`src/rtl/abg_pkg.sv`:
```
// Shared types for the antiblooming clock generator.
// Assumes a 3-bit mode code: bit 2 selects continuous clocking,
// bits 1:0 select the rate, and 000 disables pulsing.
package abg_pkg;

    typedef enum logic [1:0] {
        RATE_SLOW = 2'd0,   // divide by 56
        RATE_MED  = 2'd1,   // divide by 28
        RATE_FAST = 2'd2,   // divide by 14
        RATE_TOP  = 2'd3    // alternate divide by 6 and 7
    } abg_rate_e;

    typedef struct packed {
        logic      enable;
        logic      gated;
        abg_rate_e rate;
    } abg_cfg_t;

    // Turn a captured mode code into enable, gating and rate.
    function automatic abg_cfg_t decode_mode(input logic [2:0] m);
        abg_cfg_t c;
        c.enable = (m != 3'b000);
        c.gated  = ~m[2];
        case (m)
            3'b101:          c.rate = RATE_MED;
            3'b010, 3'b110:  c.rate = RATE_FAST;
            3'b011, 3'b111:  c.rate = RATE_TOP;
            default:         c.rate = RATE_SLOW;
        endcase
        return c;
    endfunction

endpackage

```
`src/rtl/abg_line_sync.sv`:
```
// Line-start detector and mode capture register.
// Assumes hblank is synchronous to clk; a line starts when hblank is
// sampled high after being sampled low. The mode is held between starts.
module abg_line_sync (
    input  logic       clk,
    input  logic       rst_n,
    input  logic       hblank,
    input  logic [2:0] mode_sel,
    output logic       hb_q,
    output logic       line_start,
    output logic [2:0] mode_q
);

    assign line_start = hblank & ~hb_q;

    // Remember last cycle's blanking level for edge detection.
    always_ff @(posedge clk) begin
        if (!rst_n) hb_q <= 1'b0;
        else        hb_q <= hblank;
    end

    // Capture the mode pins only at the start of a line.
    always_ff @(posedge clk) begin
        if (!rst_n)          mode_q <= 3'b000;
        else if (line_start) mode_q <= mode_sel;
    end

endmodule

```
`src/rtl/abg_rate_div.sv`:
```
// Half-period divider producing a square toggle at the selected rate.
// Assumes restart is a single-cycle pulse; after restart the toggle is
// high and the first half period begins. A counter value above the new
// limit (after a rate change) wraps on the next cycle.
module abg_rate_div
    import abg_pkg::*;
#(
    parameter int HALF_SLOW  = 28,
    parameter int HALF_MED   = 14,
    parameter int HALF_FAST  = 7,
    parameter int HALF_TOP_A = 3,
    parameter int HALF_TOP_B = 4,
    parameter bit TOP_DITHER = 1'b1
) (
    input  logic      clk,
    input  logic      rst_n,
    input  logic      restart,
    input  abg_rate_e rate,
    output logic      tog
);

    localparam int CNT_W = $clog2(HALF_SLOW + 1);
    localparam logic [CNT_W-1:0] LIM_SLOW  = CNT_W'(HALF_SLOW - 1);
    localparam logic [CNT_W-1:0] LIM_MED   = CNT_W'(HALF_MED - 1);
    localparam logic [CNT_W-1:0] LIM_FAST  = CNT_W'(HALF_FAST - 1);
    localparam logic [CNT_W-1:0] LIM_TOP_A = CNT_W'(HALF_TOP_A - 1);
    localparam logic [CNT_W-1:0] LIM_TOP_B = CNT_W'(HALF_TOP_B - 1);

    logic [CNT_W-1:0] cnt;
    logic [CNT_W-1:0] lim;
    logic [CNT_W-1:0] lim_top;
    logic [1:0]       hp_idx;

    // The top rate either lengthens every fourth half period or stays flat.
    generate
        if (TOP_DITHER) begin : g_dither
            assign lim_top = (hp_idx == 2'd3) ? LIM_TOP_B : LIM_TOP_A;
        end else begin : g_flat
            assign lim_top = LIM_TOP_A;
        end
    endgenerate

    // Pick the terminal count of the current half period.
    always_comb begin
        case (rate)
            RATE_SLOW: lim = LIM_SLOW;
            RATE_MED:  lim = LIM_MED;
            RATE_FAST: lim = LIM_FAST;
            RATE_TOP:  lim = lim_top;
            default:   lim = LIM_SLOW;
        endcase
    end

    // Count half periods and flip the toggle at each terminal count.
    always_ff @(posedge clk) begin
        if (!rst_n) begin
            cnt    <= '0;
            tog    <= 1'b0;
            hp_idx <= 2'd0;
        end else if (restart) begin
            cnt    <= '0;
            tog    <= 1'b1;
            hp_idx <= 2'd0;
        end else if (cnt >= lim) begin
            cnt    <= '0;
            tog    <= ~tog;
            hp_idx <= hp_idx + 2'd1;
        end else begin
            cnt    <= cnt + 1'b1;
        end
    end

endmodule

```
`src/rtl/abg_drive_stage.sv`:
```
// Registered output stage: standby override, disable, flyback gating.
// Assumes stdby_n is synchronous; standby has the highest priority and
// drives the gate high, and an idle gate rests low.
module abg_drive_stage (
    input  logic clk,
    input  logic rst_n,
    input  logic stdby_n,
    input  logic enable,
    input  logic gated,
    input  logic hb_q,
    input  logic tog,
    output logic abg_out
);

    // Select the next output level by priority and register it.
    always_ff @(posedge clk) begin
        if (!rst_n)              abg_out <= 1'b0;
        else if (!stdby_n)       abg_out <= 1'b1;
        else if (!enable)        abg_out <= 1'b0;
        else if (gated && !hb_q) abg_out <= 1'b0;
        else                     abg_out <= tog;
    end

endmodule

```
`src/rtl/ccd_abg_clkgen.sv`:
```
// Antiblooming gate clock generator top.
// Captures the mode at each line start and restarts the divider there
// in flyback-only modes. Drives one pulse stream gated by blanking,
// mode and standby. Assumes all inputs are synchronous to clk.
module ccd_abg_clkgen
    import abg_pkg::*;
#(
    parameter int HALF_SLOW  = 28,
    parameter int HALF_MED   = 14,
    parameter int HALF_FAST  = 7,
    parameter int HALF_TOP_A = 3,
    parameter int HALF_TOP_B = 4,
    parameter bit TOP_DITHER = 1'b1
) (
    input  logic       clk,
    input  logic       rst_n,
    input  logic [2:0] mode_sel,
    input  logic       hblank,
    input  logic       stdby_n,
    output logic       abg_out
);

    logic       hb_q;
    logic       line_start;
    logic [2:0] mode_q;
    logic       restart;
    logic       tog;
    abg_cfg_t   cfg;

    assign cfg     = decode_mode(mode_q);
    // Flyback-only modes restart the divider at the line they begin on.
    assign restart = line_start & ~mode_sel[2];

    abg_line_sync u_sync (
        .clk        (clk),
        .rst_n      (rst_n),
        .hblank     (hblank),
        .mode_sel   (mode_sel),
        .hb_q       (hb_q),
        .line_start (line_start),
        .mode_q     (mode_q)
    );

    abg_rate_div #(
        .HALF_SLOW  (HALF_SLOW),
        .HALF_MED   (HALF_MED),
        .HALF_FAST  (HALF_FAST),
        .HALF_TOP_A (HALF_TOP_A),
        .HALF_TOP_B (HALF_TOP_B),
        .TOP_DITHER (TOP_DITHER)
    ) u_div (
        .clk     (clk),
        .rst_n   (rst_n),
        .restart (restart),
        .rate    (cfg.rate),
        .tog     (tog)
    );

    abg_drive_stage u_drv (
        .clk     (clk),
        .rst_n   (rst_n),
        .stdby_n (stdby_n),
        .enable  (cfg.enable),
        .gated   (cfg.gated),
        .hb_q    (hb_q),
        .tog     (tog),
        .abg_out (abg_out)
    );

endmodule

```
`config.mk`:
```
export PLATFORM = sky130hd
export DESIGN_NAME = ccd_abg_clkgen
export DESIGN_NICKNAME = d
export VERILOG_FILES = /design/src/rtl/abg_pkg.sv /design/src/rtl/abg_line_sync.sv /design/src/rtl/abg_rate_div.sv /design/src/rtl/abg_drive_stage.sv /design/src/rtl/ccd_abg_clkgen.sv
export SDC_FILE = /design/constraint.sdc
export NUM_CORES = 1
export LEC_CHECK = 0
export ABC_CLOCK_PERIOD_IN_PS = 2140
export BUFFER_PORTS_ARGS = -buffer_cell sky130_fd_sc_hd__buf_2
export CORE_ASPECT_RATIO = 1.25
export CORE_MARGIN = 5
export CORE_UTILIZATION = 35
export CTS_CLUSTER_DIAMETER = 60
export DETAILED_ROUTE_END_ITERATION = 8
export GPL_TIMING_DRIVEN = 0
export PLACE_DENSITY_LB_ADDON = 0.15
export SLEW_MARGIN = 20
export SYNTH_ARGS = -nofsm -noshare
export SYNTH_HDL_FRONTEND = slang
export SYNTH_SLANG_ARGS = --single-unit
```
`constraint.sdc`:
```
create_clock -name clk -period 2.14 [get_ports clk]
set_input_delay 0.214 -clock clk [delete_from_list [all_inputs] [get_ports clk]]
set_output_delay 0.214 -clock clk [all_outputs]
set_load 0.1 [all_outputs]
```
# ---- Yosys cells after proc, flatten, opt, wreduce, memory -nomap -nowiden
# Index checks and enable logic that the tools add are counted.
dict set report op_classes {
  addsub 2
  n_reduce_logical 9
  eq_ne 9
  mux 8
  magnitude_cmp 1
  bitwise_logic 7
}
# operator n
set ops {}
lappend ops {{$pmux 5 s4} 1}
lappend ops {{$eq 3x3->1 const B} 3}
lappend ops {{$eq 2x2->1 const B} 3}
lappend ops {{$eq 3x2->1 const B} 2}
lappend ops {{$mux 1} 6}
lappend ops {{$pmux 2 s3} 1}
lappend ops {{$reduce_or 2->1} 3}
lappend ops {{$add 5x1->5 const B} 1}
lappend ops {{$ge 5x5->1} 1}
lappend ops {{$not 1->1} 5}
lappend ops {{$reduce_bool 3->1} 1}
lappend ops {{$reduce_or 3->1} 1}
lappend ops {{$add 2x1->2 const B} 1}
lappend ops {{$and 1x1->1} 2}
lappend ops {{$eq 2x1->1 const B} 1}
lappend ops {{$logic_not 2->1} 1}
lappend ops {{$reduce_bool 2->1} 1}
lappend ops {{$logic_and 1x1->1} 1}
lappend ops {{$logic_not 1->1} 1}
dict set report totals {
  register_bits 13
  word_cells 42
  out_inout_bits 1
  in_bits 7
}

# ---- Depth between registers and ports, before layout
# Gate-level depths: netlist of run 1.
dict set report depth {
  ltp_word 8
  mapped_depth 9
  depth_no_buf 9
}

# ---- By module
# From an unflattened synthesis of run 1, not the netlist that was laid out.
dict set report hier_totals {
  hier_cells 82
  area_unflattened_um2 740.7
}
# module seq_area_each_um2 cells_per_inst area_each_um2 n_inst
set modules_own_cells {}
lappend modules_own_cells {abg_rate_div 160.2 57 509.2 1}
lappend modules_own_cells {abg_line_sync 80.1 16 165.2 1}
lappend modules_own_cells {abg_drive_stage 20.0 4 38.8 1}
lappend modules_own_cells {ccd_abg_clkgen 0.0 5 27.5 1}

# ---- Worst setup path before layout of run 1
# Ideal clock, no wire load.
dict set report synth_path {
  path_type {reg2reg}
  from {register u_sync.mode_q[1]}
  to {register u_div.cnt[1]}
  setup_slack_ns 0.251
  path_buffers 0
  stages_incl_launch_ff 10
  setup_ns 0.115
  required_ns 2.025
  t_arrival_ns 1.773
  period_less_slack_ns 1.889
  path_cell_list {dfxtp_1 o21ai_0 ha_1 inv_1 o21ai_0 ha_1 nor2b_4 o21a_1 o21a_1 and3_1}
}
dict set report synth_via {
  elab_chain_len 7
  elab_cells_between_ends 15
  classes_between {order compare (1); eq/ne (8); mux (2); reduce/logical (4)}
}
# element line_no
set synth_lines {}
lappend synth_lines {{start, declared} abg_line_sync.sv:11} ;# output logic [2:0] mode_q
lappend synth_lines {{start signal, assigned} abg_line_sync.sv:25} ;# else if (line_start) mode_q <= mode_sel;
lappend synth_lines {{$eq 3x2->1 / $eq 3x3->1 (equally long branches)} abg_pkg.sv:24} ;# case (m)
lappend synth_lines {{$reduce_or 2->1} abg_pkg.sv:24}
lappend synth_lines {{$pmux 2 s3 *} abg_pkg.sv:24}
lappend synth_lines {{$eq 2x2->1, or another cell as far along} abg_rate_div.sv:45} ;# case (rate)
lappend synth_lines {{$pmux 5 s4 *} abg_rate_div.sv:45}
lappend synth_lines {{$ge 5x5->1 *} abg_rate_div.sv:64} ;# end else if (cnt >= lim) begin
lappend synth_lines {{$reduce_or 3->1 (no line) *} --}
lappend synth_lines {{end signal, assigned} abg_rate_div.sv:69} ;# cnt <= cnt + 1'b1;
lappend synth_lines {{end, declared} abg_rate_div.sv:29} ;# logic [CNT_W-1:0] cnt;
# Every way passes the cells marked *; elsewhere a longest branch is shown, timed or not.
# A chain may end at the register's enable or synchronous reset.

# ---- Final worst setup path of run 1
dict set report layout_path {
  from {register u_sync.mode_q[1]}
  to {register u_div.tog}
}
dict set report layout_via {
  elab_chain_len 7
  elab_cells_between_ends 15
  classes_between {order compare (1); eq/ne (8); mux (2); reduce/logical (4)}
}
# element line_no
set layout_lines {}
lappend layout_lines {{$eq 3x2->1 / $eq 3x3->1 (equally long branches)} abg_pkg.sv:24}
lappend layout_lines {{$reduce_or 2->1} abg_pkg.sv:24}
lappend layout_lines {{$pmux 2 s3 *} abg_pkg.sv:24}
lappend layout_lines {{$eq 2x2->1, or another cell as far along} abg_rate_div.sv:45}
lappend layout_lines {{$pmux 5 s4 *} abg_rate_div.sv:45}
lappend layout_lines {{$ge 5x5->1 *} abg_rate_div.sv:64}
lappend layout_lines {{$reduce_bool 2->1 (no line) *} --}
lappend layout_lines {{end signal, assigned} abg_rate_div.sv:66} ;# tog <= ~tog;
lappend layout_lines {{end, declared} abg_rate_div.sv:19} ;# output logic tog
# Marked as above.

==> impl_metrics.csv, run 1 <==
group,metric,value,unit
synth,ys_warn_count,0,
floorplan,start_util,35.5,%
worst_hold_path,holdCritPathClass,"in -> reg",
layout,nets,102,
floorplan,core_area,1940,um^2
timing,period_share,89.9,%
synth,synth_fa_ha_area_share,16.4,%
floorplan,fp.dieW,49.6,um
flow_run,maxCapViolations,0,
detailed_routing,ant_nets,0,
global_route,grt_start_max_net_pins,8,
synth,syn_inst,73,
timing,fmax,520,MHz
placed_design,gp_routability_congestion,0.696,
detailed_routing,drt_iter0_drc,9,
synth,syn-cell-area,687,um^2
power_and_ir_drop,ir_worst_vdd,0.000329,V
timing,worst_pin_slew,0.485,ns
clocking,cts_tree,"done",
floorplan,pin_count,8,
synth,ys_types,24,
worst_setup_path,cp_common_cell,"ha_1",
worst_setup_path,worstPathMaxFanout,5,
power_and_ir_drop,p_leak,0.365,nW
timing,setup_viol,0,
synth,synth_area_leaders,"dfxtp_1 38%, ha_1 16%, mux2i_1 5.8%",
detailed_routing,drt-wirelength-per-cell,11.4,um
worst_hold_path,hp-start,"stdby_n",
global_route,grt_overflow,0,
detailed_routing,vias_per_cell,5.23,
detailed_routing,vias,549,
worst_setup_path,path_class,"reg -> reg",
timing,skew,0.00341,ns
floorplan,die_area,2950,um^2
global_route,grt_pass1_vias,519,
worst_setup_path,cp_slowest_stage_delay,0.38,ns
clocking,htree_levels,1,
worst_setup_path,crit_path_top_delay_cell,"dfxtp_2",
timing,maxSlewViolCount,0,
placed_design,dp_hpwl,962,um
worst_setup_path,timing.rr.start,"u_sync.mode_q[1]",
layout,drive_above_1_share,17.6,%
worst_setup_path,critical_path_buf_inv_count,1,
synth,synth_top_family_by_area,"simple AND/OR/NAND/NOR gates",
clocking,holdBufCountCts,0,
synth,synthesis.nets,89,
layout,diodes,0,
timing,hold_viol_final,0,
global_route,grt_pass1_wl,2110,um
floorplan,die_h,59.5,um
clocking,cts-root-buf,"clkbuf_4",
layout,final.fill_count,195,
layout,final_common_cell,"dfxtp_1",
outcome,status,"finished, final reports clean",
placed_design,placed_cell_area,747,um^2
worst_setup_path,cp_top_family,"compound AO/OA/AOI/OAI gates",
worst_setup_path,cp-end-kind,"register",
clocking,cts.sinks,13,
timing,timing.slew.headroom,67.9,%
timing,setup_tns,0,ns
worst_setup_path,path_cells,"o21ai_1, ha_1, inv_1, ha_1, a21oi_1, o21a_1, o31ai_1, o31a_1",
synth,synth_mux_area_share,5.83,%
synth,synth_top_area_cell,"dfxtp_1",
synth,synth_xor_area_share,3.83,%
layout,stdcell_area,783,um^2
worst_setup_path,crit_start,"u_sync.mode_q[1]",
synth,synth_top_area_share,37.9,%
clocking,numCtsBuffers,3,
clocking,path_clk_slew,0.08,ns
detailed_routing,drt_wl_total,1200,um
synth,ys_seq_area_share,37.9,%
layout,layout_common_cells,"11 x dfxtp_1, 9 x ha_1, 7 x buf_2",
detailed_routing,dr.pass1.iters,4,
layout,areaGrowthSynthToFinish,14.0,%
placed_design,io_buffers,7,
worst_setup_path,cp.arrival,2.09,ns
detailed_routing,drc,0,
synth,avgSynthCellArea,9.41,um^2
timing,rsz0062_at_grt,"false",
synth,synth_simple_gate_area_share,17.5,%
clocking,clock_latency,0.27,ns
global_route,track_usage,9.74,%
timing,period_minus_slack,1.92,ns
power_and_ir_drop,p_per_area,638,nW/um^2
floorplan,rows,18,
synth,synth_seq_cells,13,
worst_setup_path,critPathLaunchType,"register",
clocking,max-clock-path-buffers,2,
global_route,antenna_found_initial,0,
timing,hold_ws,0.124,ns
worst_setup_path,worstPathRequired,2.31,ns
synth,synth_compound_area_share,15.3,%
==> flip-flops by register name (all words and copies together), names as in the netlist <==
signal / count
u_sync.hb_q: 1
u_sync.mode_q: 3
u_div.hp_idx: 2
u_drv.abg_out: 1
u_div.tog: 1
u_div.cnt: 5
==> cells in the mapped netlist <==
cell type  number
a21boi_0        1
inv_1           6
nor2b_2         1
a21oi_1         3
nor2b_4         1
o2111ai_1       1
nand3_1         3
nor3b_1         1
o21ai_0         4
o21a_1          4
and3_1          1
o211ai_1        1
nor2_1          5
mux2i_1         4
nor2b_1         3
xor2_1          2
dfxtp_1        13
xnor2_1         1
o31a_1          1
nand2b_1        1
ha_1            9
o31ai_1         1
and2_1          1
nand2_1         5
==> final timing paths <==
path	cells past startpoint	endpoint	slack [ns]
setup / recovery	8	u_div.tog	0.22
hold / removal	2	u_drv.abg_out	0.12
setup reg to reg	8	u_div.tog	0.22
hold reg to reg	2	u_div.hp_idx[1]	0.48
==> report_power, final <==
part / internal [mW] / total (mW) / switching [mW]
Combinational: 0.0371 / 0.0807 / 0.0435
Sequential: 0.255 / 0.267 / 0.0124
Clock: 0.0722 / 0.151 / 0.0793
==> routing by layer <==
metal	global-route usage (%)	share of wire, %
met1	10.6	43
met3	3.27	3.3
met4	7.87	1.3
met5	0	0
met2	15.3	52
==> metrics by stage <==
step | util, % | setup slack, ns | cells | power, mW
6_report | 40.4 | 0.215 | 105 | 0.500
5_1_grt | 40.4 | 0.0597 | 105 | 0.538
4_1_cts | 39.9 | 0.0392 | 104 | 0.506
3_5_place_dp | 38.6 | 0.0568 | 100 | 0.352
3_3_place_gp | 38.6 | 0.0700 | 100 | 0.350
2_1_floorplan | - | 0.251 | 73 | 0.331
==> final cells by class <==
cell class                 count  area (um^2)  share of cell area, %
multi-input combinational     54          404                   51.6
inverter                       6         22.5                   2.88
clock buffer                   4         26.3                   3.35
sequential                    13          263                   33.5
timing repair buffer           8         42.5                   5.43
tap                           20         25.0                   3.19
==> logic make-up after synthesis <==
group / after synthesis
multiplexers: 4
AND/OR/NAND/NOR: 22
buffers and inverters: 6
adder cells (fa/ha/maj): 9
XOR/XNOR: 3
flip-flops: 13
AO/OA/AOI/OAI: 16
==> timing repair <==
action,4_1_cts,5_1_grt
hold endpoints to repair,0,0
endpoints found under the setup margin,0,8
resized for setup,0,3
setup buffers,0,1
No activity file was read; power rests on OpenSTA's default activity.
==> inputs of run 2 (changes only) <==
--- a/config.mk
+++ b/config.mk
@@ -10,10 +10,12 @@
 export CORE_ASPECT_RATIO = 1.25
 export CORE_MARGIN = 5
 export CORE_UTILIZATION = 35
+export CTS_BUF_LIST = sky130_fd_sc_hd__clkbuf_4
 export CTS_CLUSTER_DIAMETER = 60
 export DETAILED_ROUTE_END_ITERATION = 8
 export GPL_TIMING_DRIVEN = 0
 export PLACE_DENSITY_LB_ADDON = 0.15
+export RECOVER_POWER = 50
 export SLEW_MARGIN = 20
 export SYNTH_ARGS = -nofsm -noshare
 export SYNTH_HDL_FRONTEND = slang
==> impl_metrics.csv, run 2 (synthesized netlist as in run 1, its figures left out) <==
group,metric,value,unit
floorplan,die_h,59.5,um
global_route,track_usage,9.58,%
detailed_routing,drt_iter0_drc,9,
power_and_ir_drop,total_power,513,uW
worst_setup_path,crit_path_top_delay_cell,"dfxtp_2",
detailed_routing,drt_wl_total,1200,um
power_and_ir_drop,p_leak,0.357,nW
timing,timing.slew.headroom,22.6,%
layout,layout_common_cells,"11 x dfxtp_1, 9 x ha_1, 6 x inv_1",
global_route,grt_overflow,0,
timing,rsz0062_at_grt,"false",
layout,final_common_cell,"dfxtp_1",
worst_setup_path,cp-end-kind,"register",
detailed_routing,vias_per_cell,5.38,
flow_run,maxCapViolations,0,
power_and_ir_drop,p_sw,138,uW
timing,skew,0.000902,ns
global_route,grt_pass1_wl,2100,um
floorplan,core_area,1940,um^2
worst_setup_path,path_cells,"o21ai_1, ha_1, inv_1, o21ai_0, ha_1, nor2b_4, o21a_1, o211ai_1, clkbuf_1, nor2_1",
power_and_ir_drop,p_clk_share,32.6,%
power_and_ir_drop,intPower,375,uW
floorplan,pin_count,8,
clocking,cts_tree,"done",
placed_design,placed_cell_area,747,um^2
worst_setup_path,worstPathMaxFanout,5,
power_and_ir_drop,comb_power_share,15.3,%
floorplan,die_area,2950,um^2
layout,nets,102,
worst_setup_path,cp_common_cell,"ha_1",
global_route,gr-usage-met2,15.3,%
timing,hold_viol_final,0,
clocking,cts.sinks,13,
timing,final.setup.worst_slack,0.191,ns
timing,setup_viol,0,
timing,maxSlewViolCount,0,
power_and_ir_drop,p_per_area,659,nW/um^2
outcome,status,"finished, final reports clean",
clocking,path_clk_slew,0.08,ns
layout,fin_cells,105,
timing,period_share,91.1,%
worst_setup_path,path_class,"reg -> reg",
layout,drive_above_1_share,14.1,%
worst_setup_path,cp_top_family,"compound AO/OA/AOI/OAI gates",
power_and_ir_drop,ir_worst_vdd,0.000327,V
worst_setup_path,cp_slowest_stage_delay,0.38,ns
power_and_ir_drop,switching_share,26.8,%
timing,fmax,513,MHz
layout,reg_top3,"u_div.cnt x5, u_sync.mode_q x3, u_div.hp_idx x2",
detailed_routing,dr.pass1.iters,4,
timing,worst_pin_slew,1.17,ns
layout,fin_util,40.2,%
clocking,clock_latency,0.27,ns
layout,largest_reg_flops,5,
clocking,max-clock-path-buffers,2,
global_route,grt_pass1_vias,519,
detailed_routing,drc,0,
power_and_ir_drop,seqPwrFrac,52.2,%
worst_setup_path,critical_path_buf_inv_count,2,
worst_hold_path,holdCritPathClass,"in -> reg",
worst_setup_path,worstPathRequired,2.31,ns
timing,setup_tns,0,ns
floorplan,fp.dieW,49.6,um
global_route,grt.busiest_layer,"met2",
worst_setup_path,cp.arrival,2.12,ns
placed_design,io_buffers,7,
detailed_routing,ant_nets,0,
worst_setup_path,rrSetupSlack,0.19,ns
placed_design,dp_hpwl,962,um
placed_design,gp_routability_congestion,0.696,
layout,top_register,"u_div.cnt",
global_route,antenna_found_initial,0,
global_route,gr-usage-met3,3.27,%
floorplan,rows,18,
detailed_routing,drt-wirelength-per-cell,11.5,um
clocking,cts-root-buf,"clkbuf_4",
detailed_routing,vias,565,
global_route,use_met1,10.6,%
floorplan,start_util,35.5,%
clocking,numCtsBuffers,3,
layout,areaGrowthSynthToFinish,13.3,%
placed_design,dp_slack,0.0568,ns
timing,hold_ws,0.123,ns
clocking,htree_levels,1,
global_route,grt_start_max_net_pins,8,
layout,stdcell_area,778,um^2
layout,diodes,0,
worst_setup_path,critPathLaunchType,"register",
timing,period_minus_slack,1.95,ns
placed_design,placed_cells,100,
==> run 2: cell types whose count changed in the layout (fill, tap and decap cells not counted) <==
cell / delta
buf_4: -1
nor2b_1: +1
buf_2: -2
clkbuf_1: +2
nor2b_2: -1
clkbuf_4: +1
==> run 2: timing repair <==
| item | in CTS | in global routing |
|---|---|---|
| hold buffers | 0 | 0 |
| gates resized for setup | 0 | 3 |
| endpoints found under the hold margin | 0 | 0 |
| buffers inserted | 0 | 1 |
| endpoints found under the setup margin | 0 | 8 |
==> run 2: final cells by class <==
type	instances	area (um^2)
inverters	6	22.5
multi-input cells	54	402
repair buffers	8	36.3
flip-flops and latches	13	263
well taps	20	25.0
fillers	196	1160
clock buffers	4	30.0
==> run 2: worst paths after layout <==
path | cells after the start | to | from
worst max register to register | 10 | u_div.cnt[4] | u_sync.mode_q[1]
worst max-delay path | 10 | u_div.cnt[4] | u_sync.mode_q[1]
worst min-delay path | 2 | u_drv.abg_out | stdby_n
worst min register to register | 2 | u_div.hp_idx[1] | u_div.hp_idx[1]
==> run 2: power groups by stage <==
stage               Combinational, mW  Sequential [mW]  Clock, mW
global route                   0.0890            0.270      0.188
global placement               0.0781            0.272          0
floorplan                      0.0529            0.278          0
finish                         0.0783            0.267      0.167
CTS                            0.0803            0.267      0.172
detailed placement             0.0802            0.272          0
==> run 2: metal layers <==
| layer | wire [um] | share of wire, % |
|---|---|---|
| met1 | 517 | 43 |
| met2 | 616 | 51 |
| met3 | 47 | 3.9 |
| met4 | 22 | 1.8 |
| met5 | 0 | 0 |
==> run 2: worst reg2reg max path, stage by stage, from the launching register on <==
cell,delay [ns]
dfxtp_2,0.38
o21ai_1,0.10
ha_1,0.20
inv_1,0.07
o21ai_0,0.08
ha_1,0.32
nor2b_4,0.05
o21a_1,0.21
o211ai_1,0.16
clkbuf_1,0.21
nor2_1,0.07
==> inputs of run 3 (changes only) <==
--- a/config.mk
+++ b/config.mk
@@ -13,8 +13,6 @@
 export CTS_BUF_LIST = sky130_fd_sc_hd__clkbuf_4
 export CTS_CLUSTER_DIAMETER = 60
 export DETAILED_ROUTE_END_ITERATION = 8
-export GPL_TIMING_DRIVEN = 0
-export PLACE_DENSITY_LB_ADDON = 0.15
 export RECOVER_POWER = 50
 export SLEW_MARGIN = 20
 export SYNTH_ARGS = -nofsm -noshare
==> impl_metrics.csv, run 3 (synthesized netlist as in run 1, its figures left out) <==
group,metric,value,unit
outcome,status,"finished, final reports clean",
detailed_routing,ant_nets,0,
clocking,htree_levels,1,
layout,nets,101,
worst_setup_path,cp-end-kind,"register",
worst_setup_path,worstPathRequired,2.29,ns
layout,multi_input_area,402,um^2
timing,fmax,506,MHz
placed_design,gp_routability_congestion,0.735,
timing,period_minus_slack,1.98,ns
global_route,gr-usage-met2,14.4,%
global_route,antenna_found_initial,0,
timing,setup_tns,0,ns
global_route,grt_start_max_net_pins,8,
worst_setup_path,path_class,"reg -> reg",
floorplan,fp.dieW,49.6,um
worst_setup_path,rrSetupSlack,0.16,ns
layout,diodes,0,
global_route,use_met1,9.76,%
detailed_routing,drt_iter0_drc,5,
placed_design,io_buffers,7,
flow_run,maxCapViolations,0,
worst_setup_path,critPathLaunchType,"register",
layout,areaGrowthSynthToFinish,12.6,%
timing,period_share,92.4,%
worst_setup_path,cp_slowest_stage_delay,0.39,ns
layout,layout_common_cells,"12 x dfxtp_1, 9 x ha_1, 6 x inv_1",
clocking,cts.sinks,13,
clocking,max-clock-path-buffers,2,
layout,drive_above_1_share,13.1,%
layout,regArea,262,um^2
worst_setup_path,cp.arrival,2.13,ns
placed_design,dp_hpwl,964,um
placed_design,placed_cells,100,
clocking,holdBufCountCts,0,
clocking,numCtsBuffers,3,
worst_setup_path,cp_common_cell,"ha_1",
layout,final_common_cell,"dfxtp_1",
global_route,grt_overflow,0,
detailed_routing,drt_wl_total,1180,um
clocking,clock_latency,0.27,ns
clocking,cts_resized,0,
worst_setup_path,cp_top_family,"compound AO/OA/AOI/OAI gates",
worst_setup_path,critical_path_buf_inv_count,1,
floorplan,pin_count,8,
detailed_routing,drt-wirelength-per-cell,11.3,um
detailed_routing,vias,515,
global_route,grt.busiest_layer,"met2",
global_route,gr-usage-met3,1.51,%
timing,hold_viol_final,0,
floorplan,die_h,59.5,um
layout,fin_cells,104,
clocking,cts_tree,"done",
clocking,cts_setup_buffers,0,
floorplan,start_util,35.5,%
worst_hold_path,holdCritPathClass,"in -> reg",
timing,rsz0062_at_grt,"false",
timing,setup_viol,0,
global_route,grt_pass1_wl,1930,um
worst_setup_path,worstPathMaxFanout,4,
power_and_ir_drop,p_leak,0.356,nW
detailed_routing,dr.pass1.iters,3,
worst_setup_path,crit_path_top_delay_cell,"dfxtp_1",
timing,maxSlewViolCount,0,
floorplan,core_area,1940,um^2
timing,skew,0.00574,ns
floorplan,rows,18,
detailed_routing,vias_per_cell,4.95,
clocking,path_clk_slew,0.08,ns
power_and_ir_drop,p_per_area,656,nW/um^2
clocking,cts-root-buf,"clkbuf_4",
global_route,grt_pass1_vias,480,
worst_setup_path,path_cells,"o21ai_1, ha_1, inv_1, o21ai_0, ha_1, nor2b_4, o21a_1, o211ai_1, nor2_1",
floorplan,die_area,2950,um^2
global_route,track_usage,8.52,%
layout,reg_top3,"u_div.cnt x5, u_sync.mode_q x3, u_div.hp_idx x2",
detailed_routing,drc,0,
layout,largest_reg_flops,5,
timing,timing.slew.headroom,23.1,%
power_and_ir_drop,ir_worst_vdd,0.000181,V
layout,final.fill_count,201,
timing,worst_pin_slew,1.16,ns
layout,top_register,"u_div.cnt",
## run 3: cell count changes in the layout (fill, tap and decap cells not counted), sizes merged
cell,before,now
clkbuf,7,6
## run 3: layout make-up
class | count | share of cell area, %
well taps | 20 | 3.24
repair buffers | 7 | 4.21
multi-input cells | 54 | 51.9
clock buffers | 4 | 3.88
inverters | 6 | 2.91
flip-flops and latches | 13 | 33.8
## run 3: worst paths after layout
check,startpoint,to,depth (start not counted)
setup / recovery,u_sync.mode_q[0],u_div.cnt[3],9
hold / removal,stdby_n,u_drv.abg_out,2
setup reg to reg,u_sync.mode_q[0],u_div.cnt[3],9
hold reg to reg,u_div.hp_idx[1],u_div.hp_idx[1],2
## run 3: power breakdown
| group | total (mW) | internal (mW) | switching [mW] | leakage [nW] |
|---|---|---|---|---|
| logic | 0.0780 | 0.0347 | 0.0433 | 0.230 |
| registers | 0.267 | 0.255 | 0.0126 | 0.107 |
| clock network | 0.162 | 0.0848 | 0.0768 | 0.0184 |
| total | 0.507 | 0.374 | 0.133 | 0.356 |
## run 3: stage by stage
step	hold WS (ns)	util (%)	power (mW)	cell area [um^2]	setup WS, ns
4_1_cts	0.119	40.1	0.515	777	0.0335
6_report	0.116	39.9	0.507	773	0.162
3_3_place_gp	0.402	38.6	0.349	747	0.103
2_1_floorplan	0.320	-	0.331	687	0.251
3_5_place_dp	0.411	38.6	0.353	747	0.0438
5_1_grt	0.112	39.9	0.535	773	0.0310
## run 3: routing by layer
| metal | share of wire [%] | vias to the layer above |
|---|---|---|
| li1 | - | 278 |
| met1 | 46 | 231 |
| met2 | 50 | 4 |
| met3 | 1.7 | 2 |
| met4 | 2.0 | 0 |
| met5 | 0 | - |
